$ cat src/rtl/wsgpio_pkg.sv
package wsgpio_pkg;
    localparam int REG_W    = 32;
    localparam int MAX_PINS = 8;
    localparam int DIR_BASE = 16;

    typedef enum logic {
        PIN_IN  = 1'b0,
        PIN_OUT = 1'b1
    } pin_dir_e;

    typedef struct packed {
        logic drive_lo;
        logic drive_hi;
        logic make_out;
        logic make_in;
    } pin_cmd_t;
endpackage

$ cat src/rtl/wsgpio_sync.sv
module wsgpio_sync #(
    parameter int WIDTH = 8
) (
    input  logic             clk,
    input  logic             rst_n,
    input  logic [WIDTH-1:0] async_in,
    output logic [WIDTH-1:0] sync_out
);
    logic [WIDTH-1:0] stage_a;
    logic [WIDTH-1:0] stage_b;

    always_ff @(posedge clk or negedge rst_n) begin
        if (!rst_n) begin
            stage_a <= '0;
            stage_b <= '0;
        end else begin
            stage_a <= async_in;
            stage_b <= stage_a;
        end
    end

    assign sync_out = stage_b;
endmodule

$ cat src/rtl/wsgpio_pin.sv
module wsgpio_pin
    import wsgpio_pkg::*;
(
    input  logic     clk,
    input  logic     rst_n,
    input  logic     cmd_valid,
    input  pin_cmd_t cmd,
    output logic     pad_out,
    output logic     pad_oe
);
    pin_dir_e dir_q;
    pin_dir_e dir_d;
    logic     level_q;

    // Direction state register
    always_ff @(posedge clk or negedge rst_n) begin
        if (!rst_n) dir_q <= PIN_IN;
        else        dir_q <= dir_d;
    end

    // Transitions GO_OUT and GO_IN; make-input has priority
    always_comb begin
        dir_d = dir_q;
        unique case (dir_q)
            PIN_IN:  if (cmd_valid && cmd.make_out && !cmd.make_in) dir_d = PIN_OUT;
            PIN_OUT: if (cmd_valid && cmd.make_in)                  dir_d = PIN_IN;
            default: dir_d = PIN_IN;
        endcase
    end

    // Output level; drive-high has priority
    always_ff @(posedge clk or negedge rst_n) begin
        if (!rst_n)                          level_q <= 1'b0;
        else if (cmd_valid && cmd.drive_hi)  level_q <= 1'b1;
        else if (cmd_valid && cmd.drive_lo)  level_q <= 1'b0;
    end

    // Outputs
    always_comb begin
        pad_oe  = (dir_q == PIN_OUT);
        pad_out = level_q;
    end
endmodule

$ cat src/rtl/wsgpio_bank.sv
module wsgpio_bank
    import wsgpio_pkg::*;
#(
    parameter int ACTIVE_PINS = 8
) (
    input  logic                clk,
    input  logic                rst_n,
    input  logic                wr_en,
    input  logic [REG_W-1:0]    wr_data,
    output logic [REG_W-1:0]    rd_data,
    input  logic [MAX_PINS-1:0] pad_in,
    output logic [MAX_PINS-1:0] pad_out,
    output logic [MAX_PINS-1:0] pad_oe
);
    localparam int NUSED = (ACTIVE_PINS > MAX_PINS) ? MAX_PINS : ACTIVE_PINS;

    logic [MAX_PINS-1:0] level_sync;

    wsgpio_sync #(.WIDTH(MAX_PINS)) u_sync (
        .clk      (clk),
        .rst_n    (rst_n),
        .async_in (pad_in),
        .sync_out (level_sync)
    );

    for (genvar p = 0; p < MAX_PINS; p++) begin : g_pin
        if (p < NUSED) begin : g_used
            pin_cmd_t cmd;
            assign cmd.drive_lo = wr_data[2*p];
            assign cmd.drive_hi = wr_data[2*p+1];
            assign cmd.make_out = wr_data[DIR_BASE+2*p];
            assign cmd.make_in  = wr_data[DIR_BASE+2*p+1];

            wsgpio_pin u_pin (
                .clk       (clk),
                .rst_n     (rst_n),
                .cmd_valid (wr_en),
                .cmd       (cmd),
                .pad_out   (pad_out[p]),
                .pad_oe    (pad_oe[p])
            );

            assign rd_data[2*p]              = 1'b0;
            assign rd_data[2*p+1]            = level_sync[p];
            assign rd_data[DIR_BASE+2*p]     = 1'b0;
            assign rd_data[DIR_BASE+2*p+1]   = 1'b0;
        end else begin : g_absent
            assign pad_out[p]              = 1'b0;
            assign pad_oe[p]               = 1'b0;
            assign rd_data[2*p]            = 1'b0;
            assign rd_data[2*p+1]          = 1'b0;
            assign rd_data[DIR_BASE+2*p]   = 1'b0;
            assign rd_data[DIR_BASE+2*p+1] = 1'b0;
        end
    end
endmodule

$ cat config.mk
export PLATFORM = sky130hd
export DESIGN_NAME = wsgpio_bank
export DESIGN_NICKNAME = d
export VERILOG_FILES = /design/src/rtl/wsgpio_pkg.sv /design/src/rtl/wsgpio_sync.sv /design/src/rtl/wsgpio_pin.sv /design/src/rtl/wsgpio_bank.sv
export SDC_FILE = /design/constraint.sdc
export NUM_CORES = 1
export LEC_CHECK = 0
export ABC_AREA = 1
export BUFFER_PORTS_ARGS = -buffer_cell sky130_fd_sc_hd__buf_2
export CAP_MARGIN = 40
export CORE_UTILIZATION = 36
export DETAILED_ROUTE_END_ITERATION = 12
export GPL_ROUTABILITY_DRIVEN = 0
export GPL_TIMING_DRIVEN = 0
export PLACE_DENSITY = 0.83
export SLEW_MARGIN = 25
export SYNTH_ARGS = -nofsm -noshare
export SYNTH_HDL_FRONTEND = slang
export SYNTH_HIERARCHICAL = 1
export SYNTH_SLANG_ARGS = --single-unit
export TNS_END_PERCENT = 1
$ cat constraint.sdc
create_clock -name clk -period 1.9 [get_ports clk]
set_clock_uncertainty 0.1 [all_clocks]
set_input_delay 0.38 -clock clk [delete_from_list [all_inputs] [get_ports clk]]
set_output_delay 0.38 -clock clk [all_outputs]
set_load 0.02 [all_outputs]
After elaboration in Yosys (flattened, before gate mapping)
Cells that the tools add are included.
W data, S select, Z words.
- flip-flop bits (word level): 32
- input port bits: 43
- logic and storage cells: 122
- output and inout port bits: 48
- reduce and logical (&&, ||, !) cells: 56
- muxes and demuxes: 40
- bitwise gates (word level): 8
- operator list (kind ; count):
    $logic_and A1 B1 Y1 ; 40
    $mux W1 ; 32
    $pmux W1 S2 ; 8
    $reduce_bool A2 Y1 ; 8
    $logic_not A1 Y1 ; 8
    $not A1 Y1 ; 8

Logic depth before layout (Yosys ltp)
Gate-level depths: netlist of the first run.
- word-level depth: 4
- gate-level depth with buffers: 4
- depth with buffers taken out: 4

By module
The synthesis of the first run kept the hierarchy.
- modules (own cells, without submodules) (module ; seq. area each (um^2) ; instances ; area an instance (um^2) ; cells an instance):
    wsgpio_pin ; 50.0 ; 8 ; 87.6 ; 12
    wsgpio_sync ; 400.4 ; 1 ; 400.4 ; 16
    wsgpio_bank ; 0.0 ; 1 ; 183.9 ; 25

Worst setup path after synthesis of the first run
Ideal clock, no wire load.
- path type: reg-to-output
- start point: register g_pin[0].g_used.u_pin.level_q
- end point: output port pad_out[0]
- required time: 1.420 ns
- arrival: 0.425 ns
- path buffers: 0
- cell stages (with the launch flop): 1
- setup slack: 0.995 ns
- cells stage by stage: dfrtp_1
- RTL lines (element ; RTL line ; text):
    from (decl) ; wsgpio_pin.sv:13 ; logic level_q;
    from (signal assigned) ; wsgpio_pin.sv:33 ; if (!rst_n) level_q <= 1'b0;
    from (signal assigned) ; wsgpio_pin.sv:34 ; else if (cmd_valid && cmd.drive_hi) level_q <= 1'b1;
    from (signal assigned) ; wsgpio_pin.sv:35 ; else if (cmd_valid && cmd.drive_lo) level_q <= 1'b0;
    to (decl) ; wsgpio_bank.sv:12 ; output logic [MAX_PINS-1:0] pad_out,
No word-level cell between the ends.

Final worst setup path of the first run
- start point: register g_pin[4].g_used.u_pin.dir_q
- end point: output port pad_oe[4]
- RTL lines (element ; RTL line ; text):
    from (decl) ; wsgpio_pin.sv:11 ; pin_dir_e dir_q;
    from (signal assigned) ; wsgpio_pin.sv:18 ; else dir_q <= dir_d;
    to (decl) ; wsgpio_bank.sv:13 ; output logic [MAX_PINS-1:0] pad_oe
No word-level cell between the ends.

==> impl_metrics.env, run 1 <==
export IMPL_r2r_slack_ns=1.12
export IMPL_grt_total_usage_pct=13.0
export IMPL_final_common_cell="buf_2"
export IMPL_dpl_hpwl_mm=1.70
export IMPL_nets=277
export IMPL_post_cts_buffers=0
export IMPL_cts_sinks=32
export IMPL_synthToLayoutAreaGrowth_pct=43.6
export IMPL_fillCellCount=332
export IMPL_seqPwrFrac_pct=48.4
export IMPL_slowest_stage="dfrtp_1"
export IMPL_min_path_type="in2reg"
export IMPL_crit_path_end="pad_oe[4]"
export IMPL_timing_setup_tns_ns=0
export IMPL_cp_start_kind="flip-flop"
export IMPL_ctsRootBufferMaster="clkbuf_4"
export IMPL_num_vias=1020
export IMPL_power_static_leakage_uw=0.00115
export IMPL_multi_input_comb_area_um2=330
export IMPL_synth_seq_area_share_pct=62.3
export IMPL_dr_pass1_iters=4
export IMPL_maxCapViolations=0
export IMPL_finalCritPeriodShare_pct=71.2
export IMPL_drive_above_1_share_pct=41.3
export IMPL_p_per_area_mw_per_mm2=848
export IMPL_num_io_pins=91
export IMPL_critical_path_cell_count=1
export IMPL_final_cell_mix="66 x buf_2, 64 x nand2_1, 32 x dfrtp_1"
export IMPL_power_clock_fraction_pct=31.4
export IMPL_swShare_pct=27.5
export IMPL_cts_buffers=5
export IMPL_ir_drop_mv=0.631
export IMPL_rsz0062_at_grt="false"
export IMPL_ant_nets=0
export IMPL_crit_buf_inv=1
export IMPL_min_period_ns=1.35
export IMPL_cp_arrival_ns=0.87
export IMPL_finalSetupViolCount=0
export IMPL_grt_antenna_before_repair=0
export IMPL_core_mm2=0.00339
export IMPL_total_power_uw=1570
export IMPL_drt_iter0_drc=18
export IMPL_die_w_um=61.7
export IMPL_die_area_mm2=0.00381
export IMPL_drc=0
export IMPL_outcome="finished clean"
export IMPL_grt_overflow=0
export IMPL_seq_area_um2=801
export IMPL_cp_top_family="flip-flops"
export IMPL_synth_area_mm2=0.00128
export IMPL_cts_tree="done"
export IMPL_clk_latency_ns=0.32
export IMPL_synth_cells=137
export IMPL_yosysWarnings=6
export IMPL_slowest_delay_ns=0.39
export IMPL_yosys_cell_types_count=5
export IMPL_max_freq_mhz=740
export IMPL_power_switching_uw=431
export IMPL_routed_wl_mm=2.31
export IMPL_r2r_start="g_pin[4].g_used.u_pin/pad_oe"
export IMPL_ys_ff_latch=32
export IMPL_avgSynthCellArea_um2=9.38
export IMPL_fp_row_count=21
export IMPL_worstPathCellList="buf_2"
export IMPL_start_util_pct=37.9
export IMPL_cp_max_fo=2
export IMPL_tightest_slew_ns=0.682
export IMPL_critPathKind="reg2out"
export IMPL_maxSlewViolCount=0
export IMPL_grt_pass1_vias=830
export IMPL_grt_pass1_wl_mm=3.39
export IMPL_rr_endpoint="g_pin[4].g_used.u_pin/pad_oe"
export IMPL_cp_required_ns=1.42
export IMPL_maxSlewHeadroom_pct=54.5
export IMPL_cts_buffer_depth=2
export IMPL_cts_clk_slew_worst_paths_ns=0.10
export IMPL_grt_max_degree=33
export IMPL_routedWlPerCell_um=8.22
export IMPL_worstSetupStartpoint="g_pin[4].g_used.u_pin/pad_oe"
export IMPL_io_buffers=66
export IMPL_cts_max_level=2
export IMPL_p_int_uw=1140
export IMPL_r2r_cells=4
export IMPL_cp_end_kind="primary output"
export IMPL_finalHoldViolCount=0
export IMPL_power_frac_comb_pct=20.2
export IMPL_die_h_um=61.7
export IMPL_viasPerCell=3.63
export IMPL_antenna_cells=0
## Yosys cell counts, drive strengths merged
library cell  count  area (um2)
dfrtp            32         801
buf              24         180
nand2            64         240
inv              16        60.1
conb              1        3.75
## what timing repair did
item / in CTS / in global routing
hold buffers: 1 / 0
hold endpoints to repair: 10 / 0
gates resized for setup: 0 / 0
## worst min-delay path by stage
stage | from | end | cells past startpoint
CTS | pad_in[5] | u_sync/stage_a[5] | 1
finish | pad_in[4] | u_sync/stage_a[4] | 1
floorplan | rst_n | g_pin[0].g_used.u_pin/pad_oe | 0
detailed placement | u_sync/stage_a[5] | u_sync/sync_out[5] | 0
global placement | u_sync/stage_a[3] | u_sync/sync_out[3] | 0
global route | pad_in[5] | u_sync/stage_a[5] | 1
## cells by family (layout without fill, tap and decap cells)
family	count (synthesis)	in the layout	synth area share, %
DFF	32	32	62.3
buffers and inverters	40	115	18.7
and+or+nand+nor	64	64	18.7
other	1	24	0.292
## power by group through the flow
stage	combinational (uW)	sequential (uW)	clock, uW
3_5_place_dp	317	772	0
6_report	316	758	491
5_1_grt	358	766	545
3_3_place_gp	312	770	0
2_1_floorplan	134	834	0
4_1_cts	319	759	512
## metal layers
layer	vias to the layer above	GRT usage, %	wire length [um]
met5	-	0	0
met4	0	5.71	19
met3	2	6.63	192
met2	48	23.8	1210
met1	428	11.9	893
li1	542	-	-
## per-stage QoR
step | util, % | std cells | setup WS (ns) | hold slack [ns] | area [um2]
after CTS | 54.4 | 281 | 0.517 | 0.0344 | 1850
final | 54.4 | 281 | 0.548 | 0.0542 | 1850
after global placement | 51.9 | 272 | 0.645 | 0.233 | 1760
after global routing | 54.4 | 281 | 0.481 | 0.0154 | 1850
after floorplan | - | 160 | 0.995 | -0.0156 | 1370
after detailed placement | 51.9 | 272 | 0.607 | 0.236 | 1760
## layout make-up
| class | count | share of cell area [%] |
|---|---|---|
| Clock inverter | 2 | 1.90 |
| Buffer | 24 | 9.76 |
| Timing Repair Buffer | 67 | 18.4 |
| Clock buffer | 6 | 2.24 |
| Inverter | 16 | 3.25 |
| Tap cell | 46 | 3.12 |
| Multi-Input combinational cell | 88 | 17.9 |
| Sequential cell | 32 | 43.4 |
## sequential cells by signal, indices dropped and copies added (netlist names)
register / count
g_pin.g_used.u_pin/pad_oe: 8
g_pin.g_used.u_pin/pad_out: 8
u_sync/stage_a: 8
u_sync/sync_out: 8
No activity file was read; power rests on OpenSTA's default activity.
==> run 2: changes to the inputs <==
--- a/config.mk
+++ b/config.mk
@@ -5,14 +5,14 @@
 export SDC_FILE = /design/constraint.sdc
 export NUM_CORES = 1
 export LEC_CHECK = 0
-export ABC_AREA = 1
+export ABC_AREA = 0
 export BUFFER_PORTS_ARGS = -buffer_cell sky130_fd_sc_hd__buf_2
 export CAP_MARGIN = 40
-export CORE_UTILIZATION = 36
+export CORE_UTILIZATION = 35
 export DETAILED_ROUTE_END_ITERATION = 12
 export GPL_ROUTABILITY_DRIVEN = 0
 export GPL_TIMING_DRIVEN = 0
-export PLACE_DENSITY = 0.83
+export PLACE_DENSITY = 0.86
 export SLEW_MARGIN = 25
 export SYNTH_ARGS = -nofsm -noshare
 export SYNTH_HDL_FRONTEND = slang
==> constraint.sdc (replaced) <==
create_clock -name clk -period 1.2 [get_ports clk]
set_clock_uncertainty 0.1 [all_clocks]
set_input_delay 0.24 -clock clk [delete_from_list [all_inputs] [get_ports clk]]
set_output_delay 0.24 -clock clk [all_outputs]
set_load 0.02 [all_outputs]
==> run 2 against run 1 <==
Die area decreased by 6.5%. Synthesized area decreased by 9.3%. The flow now finishes with violations (setup timing). Highest routed layer unchanged. Sequential share of layout area decreased by 3.5 points. Non-clock buffer count increased by 20.
==> impl_metrics.env, run 2 <==
export IMPL_outcome="finished, violations left"
export IMPL_failed_checks="setup timing"
export IMPL_num_vias=985
export IMPL_cp_start_kind="flip-flop"
export IMPL_min_path_type="in2reg"
export IMPL_cts_buffer_depth=2
export IMPL_finalHoldViolCount=0
export IMPL_drc=0
export IMPL_dpl_hpwl_mm=1.80
export IMPL_synth_top_area_share_pct=68.7
export IMPL_grt_pass1_wl_mm=4.04
export IMPL_utilization_pct=64.7
export IMPL_die_h_um=59.7
export IMPL_cp_arrival_ns=0.89
export IMPL_grt_max_degree=33
export IMPL_yosys_top_cells_count="32 x dfrtp_1, 24 x buf_4, 16 x a21oi_1, 8 x a22o_1, 8 x nand2_1"
export IMPL_synth_seq_area_share_pct=68.7
export IMPL_routedWlPerCell_um=11.5
export IMPL_maxSlewHeadroom_pct=53.9
export IMPL_critPathKind="reg2out"
export IMPL_synth_most_common_cell="dfrtp_1"
export IMPL_yosys_cell_types_count=6
export IMPL_avgSynthCellArea_um2=13.1
export IMPL_synth_cells=89
export IMPL_maxCapViolations=0
export IMPL_grt_total_usage_pct=16.7
export IMPL_min_period_ns=1.23
export IMPL_core_mm2=0.00310
export IMPL_antenna_cells=0
export IMPL_final_common_cell="buf_2"
export IMPL_synth_area_mm2=0.00116
export IMPL_stdcell_count=251
export IMPL_async_reset_ff_share_pct=100
export IMPL_drive_above_1_share_pct=49.3
export IMPL_cts_max_level=2
export IMPL_num_io_pins=91
export IMPL_synth_edf_count=0
export IMPL_drt_iter0_drc=17
export IMPL_ctsRootBufferMaster="clkbuf_4"
export IMPL_ir_drop_mv=0.714
export IMPL_die_w_um=59.7
export IMPL_final_cell_mix="54 x buf_2, 32 x dfrtp_1, 28 x buf_4"
export IMPL_cts_tree="done"
export IMPL_worstPathCellList="buf_6"
export IMPL_synthToLayoutAreaGrowth_pct=72.3
export IMPL_die_area_mm2=0.00356
export IMPL_start_util_pct=37.5
export IMPL_slowest_stage="dfrtp_1"
export IMPL_routed_wl_mm=2.89
export IMPL_ys_ff_latch=32
export IMPL_grt_overflow=0
export IMPL_fillCellCount=267
export IMPL_max_freq_mhz=815
export IMPL_r2r_slack_ns=0.23
export IMPL_cp_top_family="flip-flops"
export IMPL_grt_pass1_vias=927
export IMPL_placed_cells=222
export IMPL_power_static_leakage_uw=0.00109
export IMPL_nets=249
export IMPL_rsz0062_at_grt="true"
export IMPL_viasPerCell=3.92
export IMPL_ant_nets=0
export IMPL_cts_buffers=5
export IMPL_cts_sinks=32
export IMPL_timing_setup_tns_ns=-0.119
export IMPL_cp_end_kind="primary output"
export IMPL_finalSetupViolCount=12
export IMPL_finalCritPeriodShare_pct=102
export IMPL_r2r_cells=3
export IMPL_synth_top_area_cell="dfrtp_1"
export IMPL_p_per_area_mw_per_mm2=1350
export IMPL_critical_path_cell_count=1
export IMPL_cp_required_ns=0.86
export IMPL_crit_buf_inv=1
export IMPL_synthTopCellsByArea="dfrtp_1 69%, buf_4 15%, a21oi_1 6.9%"
export IMPL_fp_row_count=20
export IMPL_grt_antenna_before_repair=0
export IMPL_hold_depth=2
export IMPL_dr_pass1_iters=4
export IMPL_synthFlopType="dfrtp_1"
export IMPL_cp_max_fo=2
export IMPL_slowest_delay_ns=0.42
export IMPL_cts_clk_slew_worst_paths_ns=0.10
export IMPL_worst_slack_ns=-0.0268
export IMPL_tightest_slew_ns=0.691
export IMPL_clk_latency_ns=0.33
export IMPL_maxSlewViolCount=0
export IMPL_yosysWarnings=6
export IMPL_io_buffers=66
run 2: per-stage QoR:
step           worst slack (ns)  hold slack, ns  total power, uW  cell area [um2]
2_1_floorplan             0.358          -0.156             1510             1250
3_3_place_gp           -0.00488           0.210             1690             1640
3_5_place_dp            -0.0288           0.221             1700             1640
4_1_cts                 -0.0225          0.0193             2710             1990
5_1_grt                 -0.0622          0.0144             2830             2010
6_report                -0.0268          0.0364             2720             2010
run 2: routing by layer:
| metal | up-vias | GRT usage, % | wire length [um] | share of wire [%] |
|---|---|---|---|---|
| met5 | - | 0 | 0 | 0 |
| met4 | 0 | 11.6 | 83 | 2.9 |
| met3 | 8 | 5.41 | 191 | 6.6 |
| met2 | 49 | 31.1 | 1610 | 55 |
| met1 | 443 | 14.8 | 1010 | 35 |
| li1 | 485 | - | - | - |
run 2: cell families (layout without fill, tap and decap cells):
logic type / Yosys count / in the layout / synth area share, %
AOI/OAI and AO/OA: 24 / 24 / 12.9
DFF: 32 / 32 / 68.7
other: 1 / 24 / 0.322
buffers and inverters: 24 / 119 / 15.5
and+or+nand+nor: 8 / 8 / 2.58
run 2: layout make-up:
cell class,instances,area (um2),share of cell area (%)
sequential,32,801,39.9
timing repair buffer,87,606,30.2
multi-input combinational,56,270,13.5
buffer,24,180,8.98
clock buffer,7,65.1,3.24
tap,44,55.1,2.74
clock inverter,1,30.0,1.50
run 2: worst paths after layout:
| path | start | endpoint |
|---|---|---|
| worst max-delay path | g_pin[5].g_used.u_pin/pad_oe | pad_oe[5] |
| worst min register to register | u_sync/stage_a[5] | u_sync/sync_out[5] |
| min in group asynchronous | rst_n | u_sync/sync_out[7] |
| max in group asynchronous | rst_n | g_pin[0].g_used.u_pin/pad_oe |
| worst min-delay path | wr_data[9] | g_pin[4].g_used.u_pin/pad_out |
| worst max register to register | g_pin[7].g_used.u_pin/pad_oe | g_pin[7].g_used.u_pin/pad_oe |
run 2: report_power, final:
group	leakage (uW)	internal [uW]	switching (uW)	total [uW]
Combinational	0.000663	296	300	596
Clock	0.0000515	553	350	903
Sequential	0.000374	1170	50.2	1220
run 2: repair_timing:
| action | CTS | global route |
|---|---|---|
| hold buffers | 17 | 0 |
| endpoints found under the hold margin | 48 | 0 |
| gates resized for setup | 22 | 2 |
| buffers inserted | 2 | 2 |
| endpoints found under the setup margin | 24 | 24 |
